<file path="src/rtl/bw_pkg.sv">
package bw_pkg;

    typedef enum logic [1:0] {
        WK_DATA   = 2'b00,
        WK_SETUP  = 2'b01,
        WK_OTHER0 = 2'b10,
        WK_OTHER1 = 2'b11
    } wr_kind_t;

    typedef enum logic [1:0] {
        ST_IDLE   = 2'b00,
        ST_FIRST  = 2'b01,
        ST_SECOND = 2'b10
    } pair_state_t;

endpackage

</file>
<file path="src/rtl/bw_read_steer.sv">
module bw_read_steer #(
    parameter int LANE_W = 8,
    localparam int WORD_W = 2 * LANE_W
) (
    input  logic              clk,
    input  logic              rst_n,
    input  logic              byte_mode,
    input  logic              ce_n,
    input  logic              oe_n,
    input  logic              rd_status,
    input  logic              lo_sel,
    input  logic [WORD_W-1:0] arr_word,
    input  logic [LANE_W-1:0] stat_byte,
    output logic [WORD_W-1:0] host_rdata,
    output logic              lane_oe_lo,
    output logic              lane_oe_hi
);

    logic drive_on;
    logic [LANE_W-1:0] sel_byte;

    assign drive_on = !ce_n && !oe_n;

    always_comb begin
        sel_byte   = lo_sel ? arr_word[WORD_W-1:LANE_W] : arr_word[LANE_W-1:0];
        lane_oe_lo = drive_on;
        lane_oe_hi = drive_on && byte_mode && !rd_status;
        host_rdata = '0;
        if (drive_on) begin
            if (rd_status)
                host_rdata = {{LANE_W{1'b0}}, stat_byte};
            else if (byte_mode)
                host_rdata = arr_word;
            else
                host_rdata = {{LANE_W{1'b0}}, sel_byte};
        end
    end

    // the upper lane stays off in x8 mode
    p_hi_off_x8_r1: assert property (@(posedge clk) disable iff (!rst_n)
        !byte_mode |-> !lane_oe_hi);

    // status reads never drive the upper lane
    p_status_low_r3: assert property (@(posedge clk) disable iff (!rst_n)
        rd_status |-> (!lane_oe_hi && host_rdata[WORD_W-1:LANE_W] == '0));

    // a deselected chip or high output enable drives no lane
    p_disable_r4: assert property (@(posedge clk) disable iff (!rst_n)
        (ce_n || oe_n) |-> (!lane_oe_lo && !lane_oe_hi));

endmodule

</file>
<file path="src/rtl/bw_write_pack.sv">
module bw_write_pack
    import bw_pkg::*;
#(
    parameter int AW     = 17,
    parameter int LANE_W = 8,
    localparam int WORD_W = 2 * LANE_W
) (
    input  logic              clk,
    input  logic              rst_n,
    input  logic              byte_mode,
    input  logic              lo_sel,
    input  logic [AW-1:0]     host_addr,
    input  logic              wr_stb,
    input  logic [1:0]        wr_type,
    input  logic [WORD_W-1:0] host_wdata,
    output logic              word_we,
    output logic [AW-1:0]     word_addr,
    output logic [WORD_W-1:0] word_data,
    output logic [1:0]        word_be,
    output logic              serial_err
);

    pair_state_t state, nxt;
    wr_kind_t    kind;
    logic        x8_data;
    logic        do_single, do_capture, do_pair, do_err;

    logic [AW-1:0]     cap_addr;
    logic              cap_hi;
    logic [LANE_W-1:0] cap_byte;
    logic [LANE_W-1:0] cur_byte;

    assign kind     = wr_kind_t'(wr_type);
    assign x8_data  = (kind == WK_DATA) && !byte_mode;
    assign cur_byte = host_wdata[LANE_W-1:0];

    always_ff @(posedge clk) begin
        if (!rst_n)
            state <= ST_IDLE;
        else
            state <= nxt;
    end

    always_comb begin
        nxt        = state;
        do_single  = 1'b0;
        do_capture = 1'b0;
        do_pair    = 1'b0;
        do_err     = 1'b0;
        unique case (state)
            ST_IDLE: begin
                if (wr_stb && kind == WK_SETUP) begin
                    if (byte_mode)
                        do_err = 1'b1;
                    else
                        nxt = ST_FIRST;
                end else if (wr_stb && kind == WK_DATA) begin
                    do_single = 1'b1;
                end
            end
            ST_FIRST: begin
                if (wr_stb) begin
                    if (x8_data) begin
                        do_capture = 1'b1;
                        nxt        = ST_SECOND;
                    end else begin
                        do_err = 1'b1;
                        nxt    = ST_IDLE;
                    end
                end
            end
            ST_SECOND: begin
                if (wr_stb) begin
                    if (x8_data)
                        do_pair = 1'b1;
                    else
                        do_err = 1'b1;
                    nxt = ST_IDLE;
                end
            end
            default: nxt = ST_IDLE;
        endcase
    end

    always_ff @(posedge clk) begin
        if (!rst_n) begin
            word_we    <= 1'b0;
            serial_err <= 1'b0;
            word_addr  <= '0;
            word_data  <= '0;
            word_be    <= 2'b00;
            cap_addr   <= '0;
            cap_hi     <= 1'b0;
            cap_byte   <= '0;
        end else begin
            word_we    <= do_single || do_pair;
            serial_err <= do_err;
            if (do_capture) begin
                cap_addr <= host_addr;
                cap_hi   <= lo_sel;
                cap_byte <= cur_byte;
            end
            if (do_single) begin
                word_addr <= host_addr;
                if (byte_mode) begin
                    word_data <= host_wdata;
                    word_be   <= 2'b11;
                end else begin
                    word_data <= {cur_byte, cur_byte};
                    word_be   <= {lo_sel, !lo_sel};
                end
            end
            if (do_pair) begin
                word_addr <= cap_addr;
                word_data <= cap_hi ? {cap_byte, cur_byte} : {cur_byte, cap_byte};
                word_be   <= 2'b11;
            end
        end
    end

    // the second x8 byte of a pair yields a full-word write
    p_pair_write_r7: assert property (@(posedge clk) disable iff (!rst_n)
        (state == ST_SECOND && wr_stb && wr_type == 2'b00 && !byte_mode)
            |=> (word_we && word_be == 2'b11));

    // the first byte of a pair writes nothing
    p_first_silent_r7: assert property (@(posedge clk) disable iff (!rst_n)
        (state == ST_FIRST && wr_stb) |=> !word_we);

    // setup in x16 mode is refused
    p_setup_x16_err_r8: assert property (@(posedge clk) disable iff (!rst_n)
        (state == ST_IDLE && wr_stb && wr_type == 2'b01 && byte_mode)
            |=> (serial_err && !word_we));

    // a broken sequence errors out and writes nothing
    p_broken_err_r9: assert property (@(posedge clk) disable iff (!rst_n)
        (state != ST_IDLE && wr_stb && !(wr_type == 2'b00 && !byte_mode))
            |=> (serial_err && !word_we));

    // other commands in idle never write
    p_other_silent_r10: assert property (@(posedge clk) disable iff (!rst_n)
        (state == ST_IDLE && wr_stb && wr_type[1]) |=> (!word_we && !serial_err));

endmodule

</file>
<file path="src/rtl/bw_adapter.sv">
module bw_adapter #(
    parameter int AW     = 17,
    parameter int LANE_W = 8,
    localparam int WORD_W = 2 * LANE_W
) (
    input  logic              clk,
    input  logic              rst_n,
    input  logic              byte_mode,
    input  logic              ce_n,
    input  logic              oe_n,
    input  logic              lo_sel,
    input  logic [AW-1:0]     host_addr,
    input  logic              wr_stb,
    input  logic [1:0]        wr_type,
    input  logic [WORD_W-1:0] host_wdata,
    input  logic              rd_status,
    input  logic [WORD_W-1:0] arr_word,
    input  logic [LANE_W-1:0] stat_byte,
    output logic [WORD_W-1:0] host_rdata,
    output logic              lane_oe_lo,
    output logic              lane_oe_hi,
    output logic              word_we,
    output logic [AW-1:0]     word_addr,
    output logic [WORD_W-1:0] word_data,
    output logic [1:0]        word_be,
    output logic              serial_err
);

    bw_read_steer #(.LANE_W(LANE_W)) i_rd (
        .clk        (clk),
        .rst_n      (rst_n),
        .byte_mode  (byte_mode),
        .ce_n       (ce_n),
        .oe_n       (oe_n),
        .rd_status  (rd_status),
        .lo_sel     (lo_sel),
        .arr_word   (arr_word),
        .stat_byte  (stat_byte),
        .host_rdata (host_rdata),
        .lane_oe_lo (lane_oe_lo),
        .lane_oe_hi (lane_oe_hi)
    );

    bw_write_pack #(.AW(AW), .LANE_W(LANE_W)) i_wr (
        .clk        (clk),
        .rst_n      (rst_n),
        .byte_mode  (byte_mode),
        .lo_sel     (lo_sel),
        .host_addr  (host_addr),
        .wr_stb     (wr_stb),
        .wr_type    (wr_type),
        .host_wdata (host_wdata),
        .word_we    (word_we),
        .word_addr  (word_addr),
        .word_data  (word_data),
        .word_be    (word_be),
        .serial_err (serial_err)
    );

endmodule

</file>
<file path="config.mk">
export PLATFORM = sky130hd
export DESIGN_NAME = bw_adapter
export DESIGN_NICKNAME = d
export VERILOG_FILES = /design/src/rtl/bw_pkg.sv /design/src/rtl/bw_read_steer.sv /design/src/rtl/bw_write_pack.sv /design/src/rtl/bw_adapter.sv
export SDC_FILE = /design/constraint.sdc
export NUM_CORES = 1
export LEC_CHECK = 0
export BUFFER_PORTS_ARGS = -buffer_cell sky130_fd_sc_hd__buf_2
export CORE_UTILIZATION = 51
export CTS_BUF_LIST = sky130_fd_sc_hd__clkbuf_2 sky130_fd_sc_hd__clkbuf_4 sky130_fd_sc_hd__clkbuf_8
export CTS_CLUSTER_DIAMETER = 150
export DETAILED_ROUTE_END_ITERATION = 16
export PLACE_DENSITY = 0.83
export SLEW_MARGIN = 15
export SYNTH_ARGS = -nofsm -noshare
export SYNTH_HDL_FRONTEND = slang
export SYNTH_SLANG_ARGS = --single-unit
</file>
<file path="constraint.sdc">
create_clock -name clk -period 2.5 [get_ports clk]
set_clock_uncertainty 0.2 [all_clocks]
set_input_delay 0.25 -clock clk [delete_from_list [all_inputs] [get_ports clk]]
set_output_delay 0.25 -clock clk [all_outputs]
set_load 0.1 [all_outputs]
</file>
==> impl_metrics.tcl, run 1 <==
set metrics [dict create \
    cts_resized 0 \
    cts-root-buf "clkbuf_8" \
    synth_edf_count 0 \
    grt_usage_pct 28.3 \
    design_area_sq_um 4490 \
    n_antenna_cell 0 \
    antenna_found_initial 0 \
    yosysSeqAreaShare_pct 40.6 \
    netlist.area_leader.share_pct 40.6 \
    routedWlPerCell_um 14.9 \
    rsz0062_at_grt "false" \
    start_kind "input port" \
    ys_ff_latch 65 \
    drcViolationCount 0 \
    postCtsSetupRepairBufs 0 \
    die_width_um 81.2 \
    dieArea_sq_um 6600 \
    wirelength_mm 8.92 \
    numCtsBuffers 9 \
    clock_sinks 65 \
    crit_fanout 9 \
    tightest_slew_ns 0.663 \
    async_flop_share_pct 0 \
    crit_type "input port to output port" \
    synth_fp_nets 453 \
    synth-main-ff-cell "dfxtp_1" \
    total_power_mw 2.77 \
    grt_max_degree 39 \
    via_count 3179 \
    first_pass_iters 4 \
    cp-end-kind "output port" \
    p_leak_nw 1.97 \
    max-cap-violations 0 \
    yosys_warnings 0 \
    p_int_mw 1.91 \
    final_max_slew_viol_count 0 \
    rows 28 \
    p_clk_share_pct 40.3 \
    ant_nets 0 \
    cp.required_ns 2.05 \
    final-setup-viol-count 0 \
    fp.dieH_um 81.2 \
    arrival_ns 1.89 \
    power.switching_uw 858 \
    avgSynthCellArea_sq_um 8.38 \
    gp_congestion 0.822 \
    relSlewSlack_pct 55.7 \
    place_hpwl_mm 5.56 \
    final_nets 591 \
    fin_crit_ns 2.34 \
    coreArea_sq_um 5990 \
    synth_area_sq_um 3200 \
    pin_count 122 \
    insertion_delay_ns 0.35 \
    period_share_pct 93.5 \
    power_density_nw_per_um2 618 \
    clk_path_buf_depth 2 \
    synth_top_cell_by_area "dfxtp_1" \
    ir_drop_uv 547 \
    ys_types 31 \
    outcome "complete, no violations" \
    dr.first_iter.drc_count 109 \
    cts-htree-levels 3 \
    grt_pass1_wl_mm 14.1 \
    port_buffers 121 \
    synth.area.top_cells "dfxtp_1 41%, mux2i_1 11%, a21oi_1 9.5%" \
    hold_viol_final 0 \
    setup_tns_ns 0 \
    seq_power_share_pct 38.8 \
    placed_area_sq_um 3970 \
    area_delta_synth_final_pct 40.1 \
    grt_overflow 0 \
    drive_gt1_share_pct 33.0 \
    max_freq_ghz 0.428 \
    combinationalPowerShare_pct 20.9 \
    path_clk_slew_ns 0.07 \
    sw_frac_of_total_pct 31.0 \
    netlist_instances 382 \
    start_util_pct 53.4 \
    post-route-util_pct 74.9 \
    grt_pass1_vias 3044 \
    viasPerCell 5.30 \
    fillers 441 \
    hold_path.class "input port to flip-flop" \
    tritoncts "built" \
]
==> repair_timing <==
item | in CTS | in global routing
setup endpoints to repair | 0 | 0
hold endpoints to repair | 29 | 0
hold buffers | 27 | 0
==> sequential cells by signal, summed over array words and instances (netlist names) <==
register         flops
i_wr.cap_byte        8
i_wr.word_we         1
i_wr.serial_err      1
i_wr.state           2
i_wr.word_be         2
i_wr.cap_addr       17
i_wr.word_data      16
i_wr.word_addr      17
i_wr.cap_hi          1
==> stage by stage <==
step	std cells	hold WS (ns)	setup slack [ns]
finish	600	0.0769	0.163
detailed placement	557	0.243	0.345
CTS	600	0.0728	0.184
global route	600	0.0888	0.0905
global placement	557	0.238	0.420
floorplan	382	0.175	-0.394
==> cells in the mapped netlist, drive strengths merged, types with 2 or more instances <==
cell	instances
a21oi	61
and2	16
buf	11
clkbuf	16
dfxtp	65
ha	4
inv	11
mux2	16
mux2i	35
nand2	71
nand3	2
nand4b	2
nor2	8
nor2b	3
o21a	8
o21ai	44
==> power groups by stage <==
stage          clock network [mW]  logic (mW)  registers, mW
2_1_floorplan                   0       0.212           1.28
3_3_place_gp                    0       0.534           1.10
3_5_place_dp                    0       0.540           1.10
4_1_cts                      1.13       0.575           1.07
5_1_grt                      1.18       0.611           1.08
6_report                     1.12       0.579           1.08
==> final timing paths <==
check / cells after the start / slack [ns] / to / start
hold reg to reg: 2 / 0.26 / i_wr.cap_addr[3] / i_wr.cap_addr[3]
setup reg to reg: 6 / 0.43 / i_wr.word_data[6] / i_wr.state[0]
setup / recovery: 8 / 0.16 / host_rdata[0] / lo_sel
hold / removal: 3 / 0.08 / i_wr.serial_err / wr_type[0]
==> critical path, stage by stage <==
cell	delay [ns]
dlygate4sd3_1	0.54
buf_2	0.14
nand2b_1	0.08
buf_4	0.20
mux2i_1	0.22
o21ai_0	0.09
and2_1	0.20
buf_12	0.17
==> per-layer routing <==
layer | global-route usage (%) | vias to the layer above | wire length (um)
li1 | - | 1586 | -
met1 | 32.3 | 1477 | 3700
met2 | 49.2 | 103 | 4520
met3 | 9.55 | 13 | 545
met4 | 9.82 | 0 | 154
met5 | 0 | - | 0
==> cell usage in the layout (no fill, tap or decap), types with 2 or more instances in the layout <==
cell type / Yosys / final
mux2i_1: 35 / 35
ha_1: 4 / 4
inv_1: 11 / 11
buf_12: 0 / 9
nand2_1: 71 / 71
o21ai_0: 44 / 44
mux2_2: 16 / 16
dlygate4sd3_1: 0 / 27
bufinv_16: 0 / 3
buf_4: 5 / 5
buf_2: 5 / 113
and2_1: 16 / 10
a21oi_1: 61 / 61
nor2b_1: 2 / 2
and2_2: 0 / 5
inv_6: 0 / 3
o21a_1: 8 / 8
clkbuf_8: 0 / 9
nor2_1: 7 / 6
dfxtp_1: 65 / 65
==> cells by family after synthesis <==
group	share of synthesized area, %
DFF	40.6
adders and majority gates	1.56
buffers and inverters	5.51
and+or+nand+nor	16.6
AOI/OAI and AO/OA	19.1
muxes	16.6
==> area by class of cell <==
cell class              instances  area, sq um  share of cell area (%)
repair buffers                154         1050                    23.5
clock buffers                   9          124                    2.76
well taps                      75         93.8                    2.09
flip-flops and latches         65         1300                    29.0
multi-input cells             279         1750                    39.0
inverters                      11         41.3                   0.920
clock inverters                 7          124                    2.76
Note: power is estimated with default switching activity, not from simulation.
==> run 2: changes to the inputs <==
Clock period 2.5 ns to 2.65 ns, I/O delays scaled along.
==> run 2 against run 1 <==
  * Routed wire length down 0.58%
  * Sequential power down 6%
  * Combinational power down 5.5%
  * Highest routed layer unchanged
  * Sequential share of layout area up 0.39 points
  * Hold slack better by 0.076 ns
  * Clock power down 34%
==> impl_metrics.tcl, run 2 (same netlist as run 1, synthesis figures left out) <==
set metrics [dict create \
    cts-root-buf "clkbuf_8" \
    hold_viol_final 0 \
    crit_buf_inv 3 \
    period_share_pct 88.1 \
    via_count 3263 \
    cp-end-kind "output port" \
    grt_usage_pct 27.6 \
    numCtsBuffers 9 \
    crit_chain "dlygate4sd3_1 -> buf_2 -> nand2b_2 -> mux2i_1 -> o21ai_0 -> and2_1 -> buf_12" \
    crit_start "lo_sel" \
    p_leak_nw 1.94 \
    crit_type "input port to output port" \
    port_buffers 121 \
    max-cap-violations 0 \
    grt_pass1_vias 3074 \
    fin_crit_ns 2.33 \
    path_clk_slew_ns 0.07 \
    drive_gt1_share_pct 33.1 \
    dieArea_sq_um 6600 \
    clk_path_buf_depth 2 \
    insertion_delay_ns 0.34 \
    rsz0062_at_grt "false" \
    relSlewSlack_pct 55.6 \
    max_freq_ghz 0.428 \
    grt_pass1_wl_mm 13.8 \
    first_pass_iters 4 \
    tightest_slew_ns 0.665 \
    post-route-util_pct 73.9 \
    grt_overflow 0 \
    tritoncts "built" \
    routedWlPerCell_um 14.8 \
    ir_drop_uv 505 \
    area_delta_synth_final_pct 38.3 \
    cts-htree-levels 3 \
    hold_start "wr_type[0]" \
    gp_congestion 0.819 \
    power_density_nw_per_um2 519 \
    crit_fanout 9 \
    clock_sinks 65 \
    drcViolationCount 0 \
    crit_slowest_cell "dlygate4sd3_1" \
    grt_max_degree 37 \
    start_kind "input port" \
    rows 28 \
    outcome "complete, no violations" \
    final_max_slew_viol_count 0 \
    max_stage_delay_ns 0.54 \
    reg.largest.list "i_wr.cap_addr: 17 flops, i_wr.word_addr: 17 flops, i_wr.word_data: 16 flops" \
    place_hpwl_mm 5.85 \
    wirelength_mm 8.87 \
    antenna_found_initial 0 \
    start_util_pct 53.4 \
    coreArea_sq_um 5990 \
    reg2reg_from "i_wr.state[0]" \
    final-setup-viol-count 0 \
    viasPerCell 5.44 \
    ant_nets 0 \
    n_antenna_cell 0 \
    final_common_cell "buf_2" \
    setup_tns_ns 0 \
    cp.required_ns 2.18 \
    pin_count 122 \
    final_nets 591 \
    most-common-layout-cells "113 x buf_2, 71 x nand2_1, 65 x dfxtp_1" \
    path_delay_family "buffers and inverters" \
    arrival_ns 1.87 \
    hold-worst-slack_ns 0.153 \
    hold_path.class "input port to flip-flop" \
    die_width_um 81.2 \
    fp.dieH_um 81.2 \
    dr.first_iter.drc_count 155 \
]
-- run 2: worst paths after layout --
| check | slack (ns) | endpoint | depth (start not counted) |
|---|---|---|---|
| worst max register to register | 0.54 | i_wr.word_addr[16] | 6 |
| worst max-delay path | 0.32 | host_rdata[1] | 7 |
| worst min-delay path | 0.15 | i_wr.state[1] | 4 |
| worst min register to register | 0.25 | i_wr.cap_addr[7] | 2 |
-- run 2: where the power goes --
| part | switching, mW | internal (mW) |
|---|---|---|
| logic | 0.378 | 0.169 |
| registers | 0.0124 | 1.00 |
| clock network | 0.386 | 0.352 |
-- run 2: routing by layer --
metal  vias to the layer above  wire length, um  GRT usage (%)  part of all wire [%]
met5                         -                0              0                     0
met4                         0               97           8.75                   1.1
met1                      1513             3470           31.3                    39
met3                        16              673           8.88                   7.6
li1                       1594                -              -                     -
met2                       140             4630           48.8                    52
-- run 2: timing repair --
action / CTS / global route
setup buffers: 0 / 0
setup endpoints to repair: 0 / 2
gates resized for setup: 0 / 1
hold buffers: 27 / 0
endpoints found under the hold margin: 27 / 0
-- run 2: layout make-up --
class	count	area [sq um]
timing repair buffer	154	1070
fill	446	1560
inverter	11	41.3
clock buffer	10	131
tap	75	93.8
sequential	65	1300
multi-input combinational	279	1750
clock inverter	6	43.8
-- run 2: worst min-delay path, delay by kind of cell --
| family | cells | cell delay, ns |
|---|---|---|
| multiplexers | 1 | 0.07 |
| AND/OR/NAND/NOR | 2 | 0.17 |
| buffers and inverters | 1 | 0.14 |
-- run 2: stage by stage --
step | setup slack [ns] | std cells | instance area [sq um] | total power [mW]
6_report | 0.315 | 600 | 4430 | 2.30
5_1_grt | 0.214 | 600 | 4430 | 2.39
4_1_cts | 0.122 | 600 | 4430 | 2.32
3_5_place_dp | 0.317 | 557 | 3980 | 1.55
3_3_place_gp | 0.408 | 557 | 3980 | 1.54
2_1_floorplan | -0.329 | 382 | 3220 | 1.41
